[config.mk]
export PLATFORM = sky130hd
export DESIGN_NAME = tdm_slot_sel
export DESIGN_NICKNAME = d
export VERILOG_FILES = /design/src/rtl/tdm_sel_pkg.sv /design/src/rtl/tdm_sel_regs.sv /design/src/rtl/tdm_slot_engine.sv /design/src/rtl/tdm_slot_sel.sv
export SDC_FILE = /design/constraint.sdc
export NUM_CORES = 1
export LEC_CHECK = 0
export BUFFER_PORTS_ARGS = -buffer_cell sky130_fd_sc_hd__clkbuf_2
export CORE_UTILIZATION = 45
export DETAILED_ROUTE_END_ITERATION = 7
export GPL_TIMING_DRIVEN = 0
export PLACE_DENSITY = 0.67
export SLEW_MARGIN = 20
export SYNTH_ARGS = -nofsm -noshare
export SYNTH_HDL_FRONTEND = slang
export SYNTH_SLANG_ARGS = --single-unit
export TNS_END_PERCENT = 20
[constraint.sdc]
create_clock -name clk -period 2.6 [get_ports clk]
set_clock_uncertainty 0.1 [all_clocks]
set_input_delay 0.52 -clock clk [delete_from_list [all_inputs] [get_ports clk]]
set_output_delay 0.52 -clock clk [all_outputs]
set_load 0.05 [all_outputs]
[src/rtl/tdm_sel_pkg.sv]
package tdm_sel_pkg;
    localparam int BLK_W     = 16;
    localparam int NBLK      = 8;
    localparam int SLOT_W    = 8;
    localparam int BLK_IDX_W = $clog2(NBLK);
    localparam int BIT_IDX_W = $clog2(BLK_W);
    localparam int PART_W    = $clog2(NBLK / 2);
    localparam int SLOT_LIM  = NBLK * BLK_W;

    typedef struct packed {
        logic                           mcm;
        logic                           spare;
        logic                           ext;
        logic [PART_W-1:0]              pa;
        logic [PART_W-1:0]              pb;
        logic [NBLK-1:0][BLK_W-1:0]     en;
    } sel_cfg_t;

    typedef struct packed {
        logic [SLOT_W-1:0] cnt;
        sel_cfg_t          act;
    } eng_state_t;
endpackage

[src/rtl/tdm_sel_regs.sv]
module tdm_sel_regs
    import tdm_sel_pkg::*;
#(
    parameter bit IS_RX = 1'b0,
    parameter int IDX_W = 4
) (
    input  logic             clk,
    input  logic             rst_n,
    input  logic             wr,
    input  logic [IDX_W-1:0] idx,
    input  logic [BLK_W-1:0] wdata,
    output sel_cfg_t         cfg
);
    sel_cfg_t cfg_d, cfg_q;

    always_comb begin
        cfg_d = cfg_q;
        if (wr) begin
            if (idx == '0) begin
                cfg_d.mcm   = wdata[0];
                cfg_d.spare = IS_RX ? 1'b0 : wdata[1];
                cfg_d.pa    = wdata[5 +: PART_W];
                cfg_d.pb    = wdata[7 +: PART_W];
                cfg_d.ext   = wdata[9];
            end
            for (int k = 0; k < NBLK; k++) begin
                if (idx == IDX_W'(k + 1)) cfg_d.en[k] = wdata;
            end
        end
    end

    always_ff @(posedge clk or negedge rst_n) begin
        if (!rst_n) cfg_q <= '0;
        else        cfg_q <= cfg_d;
    end

    assign cfg = cfg_q;

    // receive bit 1 never holds a one
    a_r9_rx_bit1_clear: assert property (@(posedge clk) disable iff (!rst_n)
        IS_RX |-> !cfg_q.spare);
    // without a write strobe the shadow set keeps its value
    a_r7_shadow_hold: assert property (@(posedge clk) disable iff (!rst_n)
        !wr |=> $stable(cfg_q));
endmodule

[src/rtl/tdm_slot_engine.sv]
module tdm_slot_engine
    import tdm_sel_pkg::*;
(
    input  logic                 clk,
    input  logic                 rst_n,
    input  logic                 fsync,
    input  logic                 word,
    input  sel_cfg_t             shadow,
    output logic                 slot_en,
    output logic [BLK_IDX_W-1:0] cur_blk
);
    eng_state_t st_d, st_q;

    always_comb begin
        st_d = st_q;
        if (fsync) begin
            st_d.cnt = '0;
            st_d.act = shadow;
        end else if (word && (st_q.cnt != '1)) begin
            st_d.cnt = st_q.cnt + 1'b1;
        end
    end

    always_ff @(posedge clk or negedge rst_n) begin
        if (!rst_n) st_q <= '0;
        else        st_q <= st_d;
    end

    logic [BLK_IDX_W-1:0] blk;
    logic [BIT_IDX_W-1:0] bitpos;
    logic                 beyond, part_hit, leg_bit, ext_bit;

    always_comb begin
        blk      = st_q.cnt[BIT_IDX_W +: BLK_IDX_W];
        bitpos   = st_q.cnt[BIT_IDX_W-1:0];
        beyond   = st_q.cnt >= SLOT_W'(SLOT_LIM);
        part_hit = blk[0] ? (blk[BLK_IDX_W-1:1] == st_q.act.pb)
                          : (blk[BLK_IDX_W-1:1] == st_q.act.pa);
        leg_bit  = blk[0] ? st_q.act.en[1][bitpos] : st_q.act.en[0][bitpos];
        ext_bit  = st_q.act.en[blk][bitpos];
        slot_en  = !st_q.act.mcm ||
                   (!beyond && (st_q.act.ext ? ext_bit : (part_hit && leg_bit)));
    end

    assign cur_blk = blk;

    a_r3_fsync_zero: assert property (@(posedge clk) disable iff (!rst_n)
        fsync |=> st_q.cnt == '0);
    a_r3_step: assert property (@(posedge clk) disable iff (!rst_n)
        (!fsync && word && st_q.cnt != '1) |=> st_q.cnt == $past(st_q.cnt) + 1'b1);
    a_r3_saturate: assert property (@(posedge clk) disable iff (!rst_n)
        (!fsync && st_q.cnt == '1) |=> st_q.cnt == '1);
    a_r7_frame_frozen: assert property (@(posedge clk) disable iff (!rst_n)
        !fsync |=> $stable(st_q.act));
    a_r6_beyond_off: assert property (@(posedge clk) disable iff (!rst_n)
        (st_q.act.mcm && beyond) |-> !slot_en);
    a_r2_bypass_on: assert property (@(posedge clk) disable iff (!rst_n)
        !st_q.act.mcm |-> slot_en);
endmodule

[src/rtl/tdm_slot_sel.sv]
module tdm_slot_sel
    import tdm_sel_pkg::*;
#(
    parameter int ADDR_W = 5
) (
    input  logic              clk,
    input  logic              rst_n,
    input  logic              reg_wr,
    input  logic [ADDR_W-1:0] reg_addr,
    input  logic [BLK_W-1:0]  reg_wdata,
    output logic [BLK_W-1:0]  reg_rdata,
    input  logic              tx_fsync,
    input  logic              tx_word,
    input  logic              rx_fsync,
    input  logic              rx_word,
    output logic              tx_slot_en,
    output logic              rx_slot_en
);
    localparam int IDX_W = ADDR_W - 1;
    localparam int NDIR  = 2;

    logic [IDX_W-1:0]     idx;
    logic                 dir;
    logic [NDIR-1:0]      fs_v, wd_v, en_v;
    sel_cfg_t             cfg_v [NDIR];
    logic [BLK_IDX_W-1:0] blk_v [NDIR];

    assign idx  = reg_addr[IDX_W-1:0];
    assign dir  = reg_addr[ADDR_W-1];
    assign fs_v = {rx_fsync, tx_fsync};
    assign wd_v = {rx_word, tx_word};

    for (genvar d = 0; d < NDIR; d++) begin : g_dir
        tdm_sel_regs #(.IS_RX(d == 1), .IDX_W(IDX_W)) u_regs (
            .clk   (clk),
            .rst_n (rst_n),
            .wr    (reg_wr && (dir == 1'(d))),
            .idx   (idx),
            .wdata (reg_wdata),
            .cfg   (cfg_v[d])
        );
        tdm_slot_engine u_eng (
            .clk     (clk),
            .rst_n   (rst_n),
            .fsync   (fs_v[d]),
            .word    (wd_v[d]),
            .shadow  (cfg_v[d]),
            .slot_en (en_v[d]),
            .cur_blk (blk_v[d])
        );
    end

    assign tx_slot_en = en_v[0];
    assign rx_slot_en = en_v[1];

    always_comb begin
        sel_cfg_t c;
        c = cfg_v[dir];
        reg_rdata = '0;
        if (idx == '0) begin
            reg_rdata = {6'b0, c.ext, c.pb, c.pa, blk_v[dir], c.spare, c.mcm};
        end
        for (int k = 0; k < NBLK; k++) begin
            if (idx == IDX_W'(k + 1)) reg_rdata = c.en[k];
        end
    end

    // unmapped indices read zero
    a_r10_unmapped_zero: assert property (@(posedge clk) disable iff (!rst_n)
        (idx > IDX_W'(NBLK)) |-> reg_rdata == '0);
endmodule

==> metrics.md <==
| Metric | Value |
|---|---|
| Synthesis-to-layout area growth | 20.1% |
| DR pass1 iterations | 6 |
| Clock transition at path regs | around 0.060 ns |
| Max VDD drop | approximately 670 uV |
| R2r setup slk | 0.37 ns |
| Core ar. | around 56000 sq um |
| Post-Route M1 WL | 34.9 mm |
| Htree depth | 2 |
| Post-place setup slack | -1.37 ns |
| Die Area | approximately 60000 sq um |
| Grt ovf | 0 |
| Minimum clock period | about 3.7 ns |
| Metal2 WL | a little over 40 mm |
| Placed Cells | roughly 2500 |
| Setup violators final | 28 |
| Initial DRC Count | between 1000 and 1500 |
| Mapped Area | 25800 sq um |
| GP Congestion | roughly 0.98 |
| Crit Path Max Fanout | 8 |
| Worst Tran Pin Value | roughly 1.0 ns |
| Asr flop ratio synth | 100% |
| Critical hold path startpoint | reg_wdata[14] |
| Reg2Reg Capture Point | g_dir[1].u_eng.cur_blk[1]$_DFFE_PN0P_ |
| RSZ-0062 raised after global routing | yes |
| Slew Limit Fails | 0 |
| Buffers from clock root to sink, at most | 3 |
| Max Cap Viol | 0 |
| Final cell count without fillers | 2697 |
| Synthesized area per cell | 15.0 sq um |
| IO Count | 46 |
| Post-synth cell types | 49 |
| Slew headroom | between 30% and 40% |
| Crit path cell chain | buf_8 > mux4_2 > mux4_2 > a2111oi_4 > nand3_1 > a31o_4 > buf_8 |
| Total GRT Usage | 29.5% |
| CTS tree | built |
| Mapped Cells | roughly 1700 |
| Post-synth top cells | mux2_2 (556), dfrtp_1 (553), mux4_2 (121) |
| Pwr Total | about 25 mW |
| CP required | about 2.0 ns |
| Pin count of the biggest net entering global routing | slightly above 90 |
| Outcome | finished with violations |
| Initial antenna violation count | 0 |
| Failing checks | setup timing |
| Nets | about 1900 |
| Clock sinks | about 550 |
| Worst R2R Start | g_dir[1].u_eng.cur_blk[0]$_DFFE_PN0P_ |
| Die extent in x | 241 microns |
| WHS | 0.125 ns |
| Final cycle utilization of the critical path | 144% |
| DPL Wire Length | approximately 62 mm |
| DIE HEIGHT | between 200 and 250 microns |
| Layout cells sized above 1 | 53.1% |
| CP Launch Type | register |
| Antenna violation net count after detailed routing | 0 |
| Post-DR vias/cell | between 6 and 7 |
| # DRC | 0 |
| Crit-path max cell delay | 0.57 ns |
| Routed wire per std cell | between 30 and 40 microns |
| WHS Endpoint | g_dir[1].u_regs.cfg[78]$_DFFE_PN0P_ |
| Root Buffer | clkbuf_16 |
| Vias | 16765 |
| Top Metal Used | met4 |
| Setup_tns | -9.23 ns |
| Peak Freq | between 200 and 300 MHz |
| Path depth of the worst reg2reg path | 9 |
| Top cell type's share of synthesized area | 53.6% |
| Filler cells | 4532 |
| Synth Warn # | 0 |
| Power Density | 821 nW/um^2 |
| Register area share after synthesis | 53.6% |
| Number of global-route vias before repair | ~17000 |
| Ys flop type | dfrtp_1 |
| Final WL | 83.9 mm |
| CP endpoint kind | primary output |
| Leakage power | between 10 and 15 nW |
| Slowest stage cell, crit path | mux4_2 |
| Top-count cell post-synth | mux2_2 |
| EDFF count, synth | 0 |
| Synthesized Nets | about 1700 |
| Std-Cell Rows | 87 |
| Setup ws final | -1.14 ns |
| Routed wl met3 | ~5.5 mm |
| Cell taking the most area after synthesis | dfrtp_1 |
| WS Path Type | register to primary output |
| Initial Util | 45.7% |
| I/O Buffers | 42 |
| Final hold vios | 0 |
| #FFs+latches synth | around 550 |
| Worst-Skew Late Latency | around 0.63 ns |
| Hold Path Cell Cnt | 2 |
| Cts bufs inserted | a little under 60 |
| Min-delay worst type | primary input to register |
| Top cells by area, synth | dfrtp_1 (54%), mux2_2 (24%), mux4_2 (11%), mux2i_1 (3.3%), clkbuf_1 (1.3%) |
| First-pass GRT wire length | roughly 120 mm |
| Critical path arrival | 3.12 ns |
==> cell type report <==
cell class	count	area, sq um	share of cell area [%]
timing repair buffer	124	1390	4.47
buffer	135	1010	3.25
tap	756	946	3.05
sequential	553	13900	44.8
clock buffer	83	1730	5.58
inverter	9	36.3	0.117
antenna	1	2.50	0.00807
multi-input combinational	1016	11800	38.1
clock inverter	20	213	0.686
==> flip-flops by register name, summed over array words and instances, names as in the netlist <==
| register | count |
|---|---|
| g_dir.u_eng.bitpos | 8 |
| g_dir.u_eng.cur_blk | 6 |
| g_dir.u_eng.st_q | 270 |
| g_dir.u_regs.cfg | 269 |
==> worst max-delay path: cells and delay by family (launching register included) <==
kind            cells  cell delay, ns
compound gates      2            0.57
simple gates        1            0.16
buf+inv             2            0.30
mux                 2            1.11
flops               1            0.35
==> layout by cell type (no fill, tap or decap), types with 15 or more instances in the layout <==
master and n:
buf_4 69, mux2_2 552, nand3_1 17, buf_8 23, clkbuf_2 31, clkbuf_1 81, dfrtp_2 26, mux4_2 121
buf_12 22, clkbuf_16 66, nor2_1 27, mux2i_1 78, dfrtp_1 527, clkbuf_8 15, nand2_1 37
==> power by group <==
group          switching (mW)  total (mW)  internal [mW]  leakage, nW
clock network            3.56        8.55           4.99        0.962
registers                1.73        12.1           10.4         7.06
logic                    2.01        4.77           2.77         5.54
==> cell families after synthesis <==
logic type               Yosys count  share of synthesized area [%]
multiplexers                     761                           38.1
flip-flops                       553                           53.6
buffers and inverters            146                           2.33
AND/OR/NAND/NOR                  139                           2.66
AO/OA/AOI/OAI                     96                           2.58
XOR/XNOR                          17                          0.577
adder cells (fa/ha/maj)            3                          0.145
==> how the worst max path moves through the flow <==
stage	from	end	slack [ns]	cells past startpoint
global route	g_dir[1].u_eng.cur_blk[0]$_DFFE_PN0P_	rx_slot_en	-1.19	7
finish	g_dir[1].u_eng.cur_blk[0]$_DFFE_PN0P_	rx_slot_en	-1.14	7
detailed placement	g_dir[0].u_eng.bitpos[0]$_DFFE_PN0P_	tx_slot_en	-1.37	8
floorplan	g_dir[1].u_eng.cur_blk[0]$_DFFE_PN0P_	rx_slot_en	-0.15	6
CTS	g_dir[1].u_eng.cur_blk[0]$_DFFE_PN0P_	rx_slot_en	-1.12	7
global placement	rst_n	g_dir[1].u_eng.st_q[112]$_DFFE_PN0P_	-11.58	1
==> through the flow <==
| step | util, % | area [sq um] |
|---|---|---|
| finish | 54.9 | 31000 |
| global route | 54.9 | 31000 |
| CTS | 54.2 | 30600 |
| detailed placement | 48.7 | 27500 |
| global placement | 48.3 | 27300 |
| floorplan | - | 26100 |
==> routing by layer <==
metal	vias to the layer above	global-route usage (%)
met5	-	0
met4	0	9.24
met3	150	5.05
met2	715	48.9
met1	9099	39.7
li1	6801	-
==> timing repair <==
item | in CTS | in global routing
pin swaps | 22 | 6
setup endpoints to repair | 63 | 98
buffers inserted | 40 | 26
hold endpoints to repair | 42 | 0
gates cloned | 4 | 3
resized for setup | 217 | 48
hold buffers | 2 | 0
(Power assumes the default switching activity.)
